==> src/rtl/coldrv_pkg.sv <==
`timescale 1ns/1ps
package coldrv_pkg;
  typedef enum logic {DIR_FWD = 1'b0, DIR_REV = 1'b1} shift_dir_e;
endpackage

==> src/rtl/coldrv_lane.sv <==
`timescale 1ns/1ps
// One bidirectional shift lane; stage 0 sits at the A end.
module coldrv_lane
  import coldrv_pkg::*;
#(
  parameter int STAGES = 16
) (
  input  logic              clk,
  input  logic              rst_n,
  input  logic              shift_en,
  input  shift_dir_e        dir,
  input  logic              fwd_in,
  input  logic              rev_in,
  output logic [STAGES-1:0] stages,
  output logic [STAGES-1:0] stages_next
);
  always_comb begin
    stages_next = stages;
    if (shift_en) begin
      if (dir == DIR_FWD) stages_next = {stages[STAGES-2:0], fwd_in};
      else                stages_next = {rev_in, stages[STAGES-1:1]};
    end
  end

  always_ff @(posedge clk or negedge rst_n) begin
    if (!rst_n) stages <= '0;
    else        stages <= stages_next;
  end

  assert_fwd_entry_R2: assert property (@(posedge clk) disable iff (!rst_n)
    (shift_en && dir == DIR_FWD) |=> (stages[0] == $past(fwd_in)));
  assert_rev_entry_R3: assert property (@(posedge clk) disable iff (!rst_n)
    (shift_en && dir == DIR_REV) |=> (stages[STAGES-1] == $past(rev_in)));
  assert_stall_R1: assert property (@(posedge clk) disable iff (!rst_n)
    !shift_en |=> $stable(stages));
endmodule

==> src/rtl/coldrv_latch.sv <==
`timescale 1ns/1ps
// Strobe-controlled holding stage: transparent while hold is low.
module coldrv_latch #(
  parameter int W = 64
) (
  input  logic         clk,
  input  logic         rst_n,
  input  logic         hold,
  input  logic [W-1:0] d_now,
  input  logic [W-1:0] d_next,
  output logic [W-1:0] q
);
  logic [W-1:0] kept_q;

  always_ff @(posedge clk or negedge rst_n) begin
    if (!rst_n)     kept_q <= '0;
    else if (!hold) kept_q <= d_next;
  end

  assign q = hold ? kept_q : d_now;

  assert_hold_R6: assert property (@(posedge clk) disable iff (!rst_n)
    (hold && $past(hold)) |-> $stable(q));
endmodule

==> src/rtl/coldrv_outstage.sv <==
`timescale 1ns/1ps
// Column conditioning: high impedance, blanking, polarity.
module coldrv_outstage #(
  parameter int W = 64
) (
  input  logic         hiz_n,
  input  logic         blank_n,
  input  logic         pol,
  input  logic [W-1:0] d,
  output logic [W-1:0] col_out,
  output logic [W-1:0] col_oe
);
  always_comb begin
    col_oe = {W{hiz_n}};
    if (!hiz_n)        col_out = '0;
    else if (!blank_n) col_out = {W{pol}};
    else               col_out = pol ? d : ~d;
  end
endmodule

==> src/rtl/column_drive_core.sv <==
`timescale 1ns/1ps
module column_drive_core
  import coldrv_pkg::*;
#(
  parameter int LANES  = 4,
  parameter int STAGES = 16
) (
  input  logic                      clk,
  input  logic                      rst_n,
  input  logic                      rev_dir,
  input  logic                      in_valid,
  output logic                      in_ready,
  input  logic [LANES-1:0]          a_in,
  output logic [LANES-1:0]          a_out,
  output logic                      a_oe,
  input  logic [LANES-1:0]          b_in,
  output logic [LANES-1:0]          b_out,
  output logic                      b_oe,
  input  logic                      strobe,
  input  logic                      hiz_n,
  input  logic                      blank_n,
  input  logic                      pol,
  output logic [LANES*STAGES-1:0]   col_out,
  output logic [LANES*STAGES-1:0]   col_oe
);
  localparam int COLS = LANES * STAGES;

  shift_dir_e       dir;
  logic             take;
  logic [COLS-1:0]  reg_now;
  logic [COLS-1:0]  reg_next;
  logic [COLS-1:0]  held;

  assign dir      = shift_dir_e'(rev_dir);
  assign in_ready = 1'b1;
  assign take     = in_valid && in_ready;
  assign a_oe     = (dir == DIR_REV);
  assign b_oe     = (dir == DIR_FWD);

  for (genvar l = 0; l < LANES; l++) begin : g_lane
    logic [STAGES-1:0] st;
    logic [STAGES-1:0] st_nx;
    coldrv_lane #(.STAGES(STAGES)) u_lane (
      .clk(clk), .rst_n(rst_n), .shift_en(take), .dir(dir),
      .fwd_in(a_in[l]), .rev_in(b_in[l]),
      .stages(st), .stages_next(st_nx)
    );
    assign a_out[l] = st[0];
    assign b_out[l] = st[STAGES-1];
    for (genvar s = 0; s < STAGES; s++) begin : g_map
      assign reg_now[s*LANES+l]  = st[s];
      assign reg_next[s*LANES+l] = st_nx[s];
    end
  end

  coldrv_latch #(.W(COLS)) u_latch (
    .clk(clk), .rst_n(rst_n), .hold(strobe),
    .d_now(reg_now), .d_next(reg_next), .q(held)
  );

  coldrv_outstage #(.W(COLS)) u_out (
    .hiz_n(hiz_n), .blank_n(blank_n), .pol(pol), .d(held),
    .col_out(col_out), .col_oe(col_oe)
  );

  assert_port_drive_R2: assert property (@(posedge clk) disable iff (!rst_n)
    $countones({a_oe, b_oe}) == 1);
  assert_hiz_R7: assert property (@(posedge clk) disable iff (!rst_n)
    !hiz_n |-> (col_oe == '0 && col_out == '0));
  assert_blank_R8: assert property (@(posedge clk) disable iff (!rst_n)
    (hiz_n && !blank_n) |-> (col_out == {COLS{pol}} && col_oe == '1));
  assert_true_data_R9: assert property (@(posedge clk) disable iff (!rst_n)
    (hiz_n && blank_n && pol) |-> (col_out == held));
  assert_transparent_R5: assert property (@(posedge clk) disable iff (!rst_n)
    (!strobe && hiz_n && blank_n && pol) |-> (col_out == reg_now));
endmodule

==> config.mk <==
export PLATFORM = sky130hd
export DESIGN_NAME = column_drive_core
export DESIGN_NICKNAME = d
export VERILOG_FILES = /design/src/rtl/coldrv_pkg.sv /design/src/rtl/coldrv_lane.sv /design/src/rtl/coldrv_latch.sv /design/src/rtl/coldrv_outstage.sv /design/src/rtl/column_drive_core.sv
export SDC_FILE = /design/constraint.sdc
export NUM_CORES = 1
export LEC_CHECK = 0
export CORE_ASPECT_RATIO = 1.2
export CORE_MARGIN = 1.5
export CORE_UTILIZATION = 58
export CTS_BUF_LIST = sky130_fd_sc_hd__clkbuf_8
export DETAILED_ROUTE_END_ITERATION = 7
export MAX_ROUTING_LAYER = met4
export PLACE_DENSITY = 0.93
export SLEW_MARGIN = 20
export SYNTH_ARGS = -nofsm -noshare
export SYNTH_HDL_FRONTEND = slang
export SYNTH_SLANG_ARGS = --single-unit
==> constraint.sdc <==
create_clock -name clk -period 4.4 [get_ports clk]
set_clock_uncertainty 0.15 [all_clocks]
set_input_delay 1.1 -clock clk [delete_from_list [all_inputs] [get_ports clk]]
set_output_delay 1.1 -clock clk [all_outputs]
set_load 0.02 [all_outputs]
==> summary.md, run 1 <==
| Metric | Value |
|---|---|
| Netlist cell types | `15` |
| Fill cells | `between 800 and 900` |
| Slew Viols, Final | `0` |
| Max Cap Viol | `0` |
| Bufs on Longest Clock Path | `2` |
| Max Clock Freq | `~0.24 GHz` |
| R2r startpoint | `g_lane[3].u_lane.stages[4]$_DFF_PN0_` |
| Inst Count DP | `roughly 900` |
| Number of global-route vias before repair | `~5600` |
| Clock transition at path regs | `around 80 ps` |
| Area grow syn2layout | `20.78%` |
| Most used flip-flop cell after synthesis | `dfrtp_1` |
| Routed WL | `approximately 17 mm` |
| Met3 usage | `under 10%` |
| Initial antenna violation count | `0` |
| Sink Count | `around 130` |
| Total Power | `4.127 mW` |
| CTS buffer count | `17` |
| Sequential area share after synthesis | `41.55%` |
| Later-pin clock latency in the skew report | `450 ps` |
| Via count | `around 5400` |
| Crit path max fanout | `30` |
| CORE AREA | `between 10000 and 15000 um^2` |
| Setup TNS | `0 ps` |
| Largest net degree at the start of global routing | `76` |
| Maximum vdd drop | `211.8 uV` |
| RR Endpoint | `u_latch.kept_q[15]$_DFFE_PN0N_` |
| Syn Area/Cell | `between 10 and 15 um^2` |
| Post-synth EDFFs | `0` |
| Critical path's slowest cell | `clkdlybuf4s50_1` |
| Ordered cell list for the critical path | `buf_6 -> buf_12 -> mux2i_1 -> nand2_1 -> mux2i_1 -> clkdlybuf4s50_1` |
| Nets | `785` |
| Busiest grt layer | `met2` |
| Yosys reg bits | `128` |
| RSZ-0062 raised after global routing | `false` |
| Setup slack, reg-to-reg | `3030 ps` |
| Width of the die | `between 100 and 150 um` |
| Post-CTS setup buffer count | `0` |
| Clock Tree Root | `clkbuf_8` |
| # DRC | `0` |
| DRT iter0 DRCs | `311` |
| Share of the synthesized area in the top cell type | `slightly above 40%` |
| Type of origin of the critical path | `input port` |
| CTS tree | `done` |
| Worst reg-to-reg path cell count | `3` |
| Final Hold Fails | `0` |
| Num ports | `between 150 and 200` |
| Share of layout cells above drive strength 1 | `21.74%` |
| Slew margin rel. | `35.00%` |
| Cell Pwr Density | `443.2 nW/um^2` |
| Hold path startpoint | `u_latch.kept_q[23]$_DFFE_PN0N_` |
| Remaining Overflow, GRT | `0` |
| Routability cong. | `0.8025` |
| Slew @ Worst Pin | `a little under 1000 ps` |
| Async S/R FF share, synth | `100.0%` |
| P_leak | `just over 4 nW` |
| Synthesized instance count | `around 710` |
| Mapped Nets | `roughly 730` |
| Met1 GRT Util | `30.72%` |
| Final setup viols | `0` |
| Most numerous cell in the Yosys netlist | `mux2i_1` |
| Via density | `5.683` |
| Netlist Area Pre-Place | `roughly 7700 um^2` |
| Yosys warnings | `0` |
| Fin crit period | `approximately 4200 ps` |
| Port bufs | `about 150` |
| Antenna Nets Post-Route | `0` |
| Endpoint type of the worst setup path | `output port` |
| # resized after CTS | `0` |
| Final Instance Count excl. Fillers | `~950` |
| Rows | `45` |
| Hold_buf cts | `0` |
| First-pass GRT wire length | `between 20 and 30 mm` |
| DR pass1 iterations | `5` |
| Status | `complete, no violations` |
| Most frequent cells after synthesis | `192 x mux2i_1, 128 x dfrtp_1, 82 x buf_4` |
| Global Route Usage Sum | `between 20% and 30%` |
| HPWL after DPL | `about 11 mm` |
| Drt wl/cell | `around 18 um` |
| Cells taking the most area after synthesis | `dfrtp_1 42%, mux2i_1 25%, mux2_2 9.3%` |
| HP Class | `flip-flop to flip-flop` |
| Die Y | `129.3 um` |
| Leading area contributor after synthesis | `dfrtp_1` |
| Hold path depth | `1` |
| Initial Utilization | `between 60% and 70%` |
| Most used cell, CP | `mux2i_1` |
| Met2 Track Usage GR | `a little over two fifths` |
| Die area | `13990 um^2` |
| CP Class | `input port to output port` |
| Final worst path period share | `94.81%` |
| CP peak stage delay | `roughly 650 ps` |
| WP data arrival | `just under 3000 ps` |
| Hold-critical path endpoint | `u_latch.kept_q[23]$_DFFE_PN0N_` |
| WP data required | `~3200 ps` |
| # H-tree levels | `4` |
| ANT cells | `0` |
-- cell usage in the layout, fill, tap and decap left out, drive strengths merged --
master	netlist	routed
mux2i	192	192
clkdlybuf4s50	0	147
dfrtp	128	128
nand2	65	65
nor2	64	64
mux2	64	64
a21oi	64	64
buf	113	23
clkbuf	16	18
bufinv	0	7
clkinvlp	0	5
clkinv	0	2
nand2b	1	1
inv	1	1
conb	1	1
-- state kept, by name (all words and copies together) (netlist names) --
name and flops:
g_lane.u_lane.stages 64, u_latch.kept_q 64
-- per-stage QoR --
step | utilization (%) | hold slack, ps | setup WS (ps) | instance area (um^2)
detailed placement | 68.56 | 344.3 | 313.0 | 8801
floorplan | - | 329.1 | 1040 | 7709
CTS | 72.52 | 361.6 | 256.1 | 9310
finish | 72.52 | 359.2 | 228.3 | 9310
global placement | 68.56 | 336.7 | 362.2 | 8801
global route | 72.52 | 365.6 | 120.2 | 9310
-- report_power, final --
part	switching (mW)	total [mW]	internal (mW)
logic	0.595	1.16	0.565
registers	0.242	1.69	1.45
clock network	0.477	1.28	0.802
total	1.31	4.13	2.81
-- kinds of logic after synthesis --
| logic type | share of synthesized area (%) |
|---|---|
| compound gates | 6.541 |
| simple gates | 6.363 |
| mux | 34.28 |
| flops | 41.55 |
| buf+inv | 11.22 |
| other cells | 0.04865 |
-- worst max path at each step --
stage          startpoint           to  slack [ps]  cells after the start
2_1_floorplan      strobe  col_out[10]        1040                      5
3_3_place_gp          pol  col_out[20]         360                      5
3_5_place_dp       strobe  col_out[41]         310                      6
4_1_cts            strobe  col_out[44]         260                      6
5_1_grt            strobe  col_out[44]         120                      6
6_report           strobe  col_out[44]         230                      6
-- metal layers --
metal	part of all wire, %	routed length (um)
met1	42	7193
met4	2.8	471
met2	50	8601
met5	0	0
met3	4.9	843
-- critical path: cells and delay by family --
kind / cells / cell delay (ps)
mux: 2 / 490
buf+inv: 3 / 1200
simple gates: 1 / 100
-- area by class of cell --
cell class / instances / area [um^2] / area share [%]
Clock buffer: 18 / 247.7 / 2.661
Clock inverter: 14 / 261.5 / 2.809
Inverter: 1 / 3.754 / 0.04032
Multi-Input combinational cell: 451 / 3646 / 39.16
Sequential cell: 128 / 3203 / 34.40
Tap cell: 164 / 205.2 / 2.204
Timing Repair Buffer: 170 / 1743 / 18.72
Power figures use the tool's default switching activity.
==> inputs of run 2 (changes only) <==
--- a/config.mk
+++ b/config.mk
@@ -5,6 +5,7 @@
 export SDC_FILE = /design/constraint.sdc
 export NUM_CORES = 1
 export LEC_CHECK = 0
+export ABC_CLOCK_PERIOD_IN_PS = 4400
 export CORE_ASPECT_RATIO = 1.2
 export CORE_MARGIN = 1.5
 export CORE_UTILIZATION = 58
==> results of run 2 <==
Final layout, timing and power as in run 1 (identical DEF).
==> inputs of run 3 (changes only) <==
--- a/config.mk
+++ b/config.mk
@@ -6,14 +6,13 @@
 export NUM_CORES = 1
 export LEC_CHECK = 0
 export ABC_CLOCK_PERIOD_IN_PS = 4400
-export CORE_ASPECT_RATIO = 1.2
 export CORE_MARGIN = 1.5
 export CORE_UTILIZATION = 58
 export CTS_BUF_LIST = sky130_fd_sc_hd__clkbuf_8
 export DETAILED_ROUTE_END_ITERATION = 7
 export MAX_ROUTING_LAYER = met4
 export PLACE_DENSITY = 0.93
-export SLEW_MARGIN = 20
+export SLEW_MARGIN = 30
 export SYNTH_ARGS = -nofsm -noshare
 export SYNTH_HDL_FRONTEND = slang
 export SYNTH_SLANG_ARGS = --single-unit
==> run 3 against run 2 <==
  * Final area down 1.4%
  * Largest power group unchanged
  * Clock-buffer cell count up 3
  * Critical endpoint is now col_out[9]
  * Combinational power about the same
  * Global-route usage down 2.2 points
  * Register-to-register slack better by 60 ps
  * Cell count up 0.53%
==> summary.md, run 3 (same netlist as run 1, synthesis figures left out) <==
| Metric | Value |
|---|---|
| Status | `complete, no violations` |
| Hold-critical path endpoint | `u_latch.kept_q[13]$_DFFE_PN0N_` |
| Later-pin clock latency in the skew report | `430 ps` |
| Via count | `~5300` |
| Nets | `slightly below 800` |
| Fin crit period | `4093 ps` |
| Antenna Nets Post-Route | `0` |
| CP Class | `input port to output port` |
| Slew margin rel. | `about 53%` |
| Share of layout cells above drive strength 1 | `between 20% and 30%` |
| Port bufs | `between 150 and 200` |
| RR Endpoint | `u_latch.kept_q[6]$_DFFE_PN0N_` |
| Routed wl met2 | `around 8 mm` |
| Routability cong. | `between 0.8 and 0.9` |
| WP data arrival | `approximately 2800 ps` |
| Cell Area, Placed | `around 8800 um^2` |
| Most frequent cells in the layout | `192 x mux2i_1, 147 x clkdlybuf4s50_1, 128 x dfrtp_1` |
| Fill cells | `858` |
| # H-tree levels | `4` |
| Routed WL | `16.04 mm` |
| Max Clock Freq | `0.2443 GHz` |
| Post-CTS setup buffer count | `0` |
| CTS tree | `done` |
| RSZ-0062 raised after global routing | `false` |
| Setup slack, reg-to-reg | `3090 ps` |
| Num ports | `about 160` |
| Design Area, Final | `around 9200 um^2` |
| ANT cells | `0` |
| Top layer in use | `met4` |
| Commonest non-fill, non-tap cell in the layout | `mux2i_1` |
| Max Cap Viol | `0` |
| WL met1 | `7.388 mm` |
| CTS buffer count | `17` |
| Final worst path period share | `around 93%` |
| Rows | `41` |
| Global Route Usage Sum | `between 20% and 30%` |
| Hold_buf cts | `0` |
| P_leak | `just over 4 nW` |
| Clock transition at path regs | `around 70 ps` |
| Crit path max fanout | `33` |
| Largest registers | `g_lane.u_lane.stages (64), u_latch.kept_q (64)` |
| Setup TNS | `0 ps` |
| Via density | `between 5 and 6` |
| Type of origin of the critical path | `input port` |
| R2r startpoint | `g_lane[2].u_lane.stages[0]$_DFF_PN0_` |
| HP Class | `flip-flop to flip-flop` |
| Die area | `about 14000 um^2` |
| CORE AREA | `~13000 um^2` |
| Clock Tree Root | `clkbuf_8` |
| # DRC | `0` |
| Die Y | `between 100 and 150 um` |
| Remaining Overflow, GRT | `0` |
| Critical path's slowest cell | `clkdlybuf4s50_1` |
| Bufs on Longest Clock Path | `2` |
| First-pass GRT wire length | `approximately 27 mm` |
| Initial Utilization | `60.35%` |
| HPWL after DPL | `~10 mm` |
| Slew @ Worst Pin | `roughly 710 ps` |
| Slew Viols, Final | `0` |
| Area grow syn2layout | `19.04%` |
| Endpoint type of the worst setup path | `output port` |
| Maximum vdd drop | `193.5 uV` |
| Drt wl/cell | `about 17 um` |
| Sink Count | `between 100 and 150` |
| Ordered cell list for the critical path | `clkdlybuf4s50_1 -> nand2b_2 -> buf_4 -> mux2i_1 -> clkdlybuf4s50_1` |
| Hold path startpoint | `u_latch.kept_q[13]$_DFFE_PN0N_` |
| Final Hold Fails | `0` |
| # resized after CTS | `0` |
| WL met3 | `between 600 and 700 um` |
| Cell Pwr Density | `413.6 nW/um^2` |
| WP data required | `around 3200 ps` |
| Initial antenna violation count | `0` |
| Worst reg-to-reg path cell count | `3` |
| Width of the die | `between 100 and 150 um` |
| DRT iter0 DRCs | `394` |
| CP peak stage delay | `640 ps` |
| Largest net degree at the start of global routing | `85` |
| Hold path depth | `1` |
| DR pass1 iterations | `4` |
| Final setup viols | `0` |
| Number of global-route vias before repair | `between 5000 and 6000` |
| Most used cell, CP | `clkdlybuf4s50_1` |
## run 3: worst max path at each step
stage	startpoint	end	slack (ps)	cells after the start
after global routing	strobe	col_out[40]	220	6
after global placement	pol	col_out[54]	370	5
after floorplan	strobe	col_out[10]	1040	5
after CTS	pol	col_out[19]	310	5
final	pol	col_out[9]	310	5
after detailed placement	pol	col_out[19]	310	5
## run 3: where the power goes
group | switching (mW) | internal (mW)
registers | 0.237 | 1.45
logic | 0.578 | 0.563
clock network | 0.423 | 0.548
total | 1.24 | 2.56
## run 3: through the flow
stage	power [mW]	util (%)	cells	hold slack (ps)	worst slack, ps
global route	3.993	71.84	951	368.4	216.4
global placement	2.768	68.76	920	336.1	366.4
detailed placement	2.837	68.76	920	344.3	312.8
finish	3.795	71.84	951	358.6	306.5
floorplan	2.468	-	709	329.1	1040
CTS	3.816	71.78	951	359.3	306.0
## run 3: area by class of cell
class                   count  area, um^2  share of cell area, %
clock buffers              21       289.0                  3.150
multi-input cells         451        3646                  39.73
clock inverters            10       96.34                  1.050
flip-flops and latches    128        3203                  34.91
repair buffers            168        1723                  18.78
well taps                 172       215.2                  2.345
inverters                   1       3.754                0.04091
## run 3: worst max-delay path: cells and delay by family
family        cells  cell delay, ps
buf+inv           3            1310
mux               1             230
simple gates      1             190
## run 3: metal layers
layer / track usage [%] / up-vias
met5: - / -
met3: 3.909 / 22
met1: 31.70 / 2567
met2: 38.34 / 166
met4: 7.241 / 0
li1: - / 2497
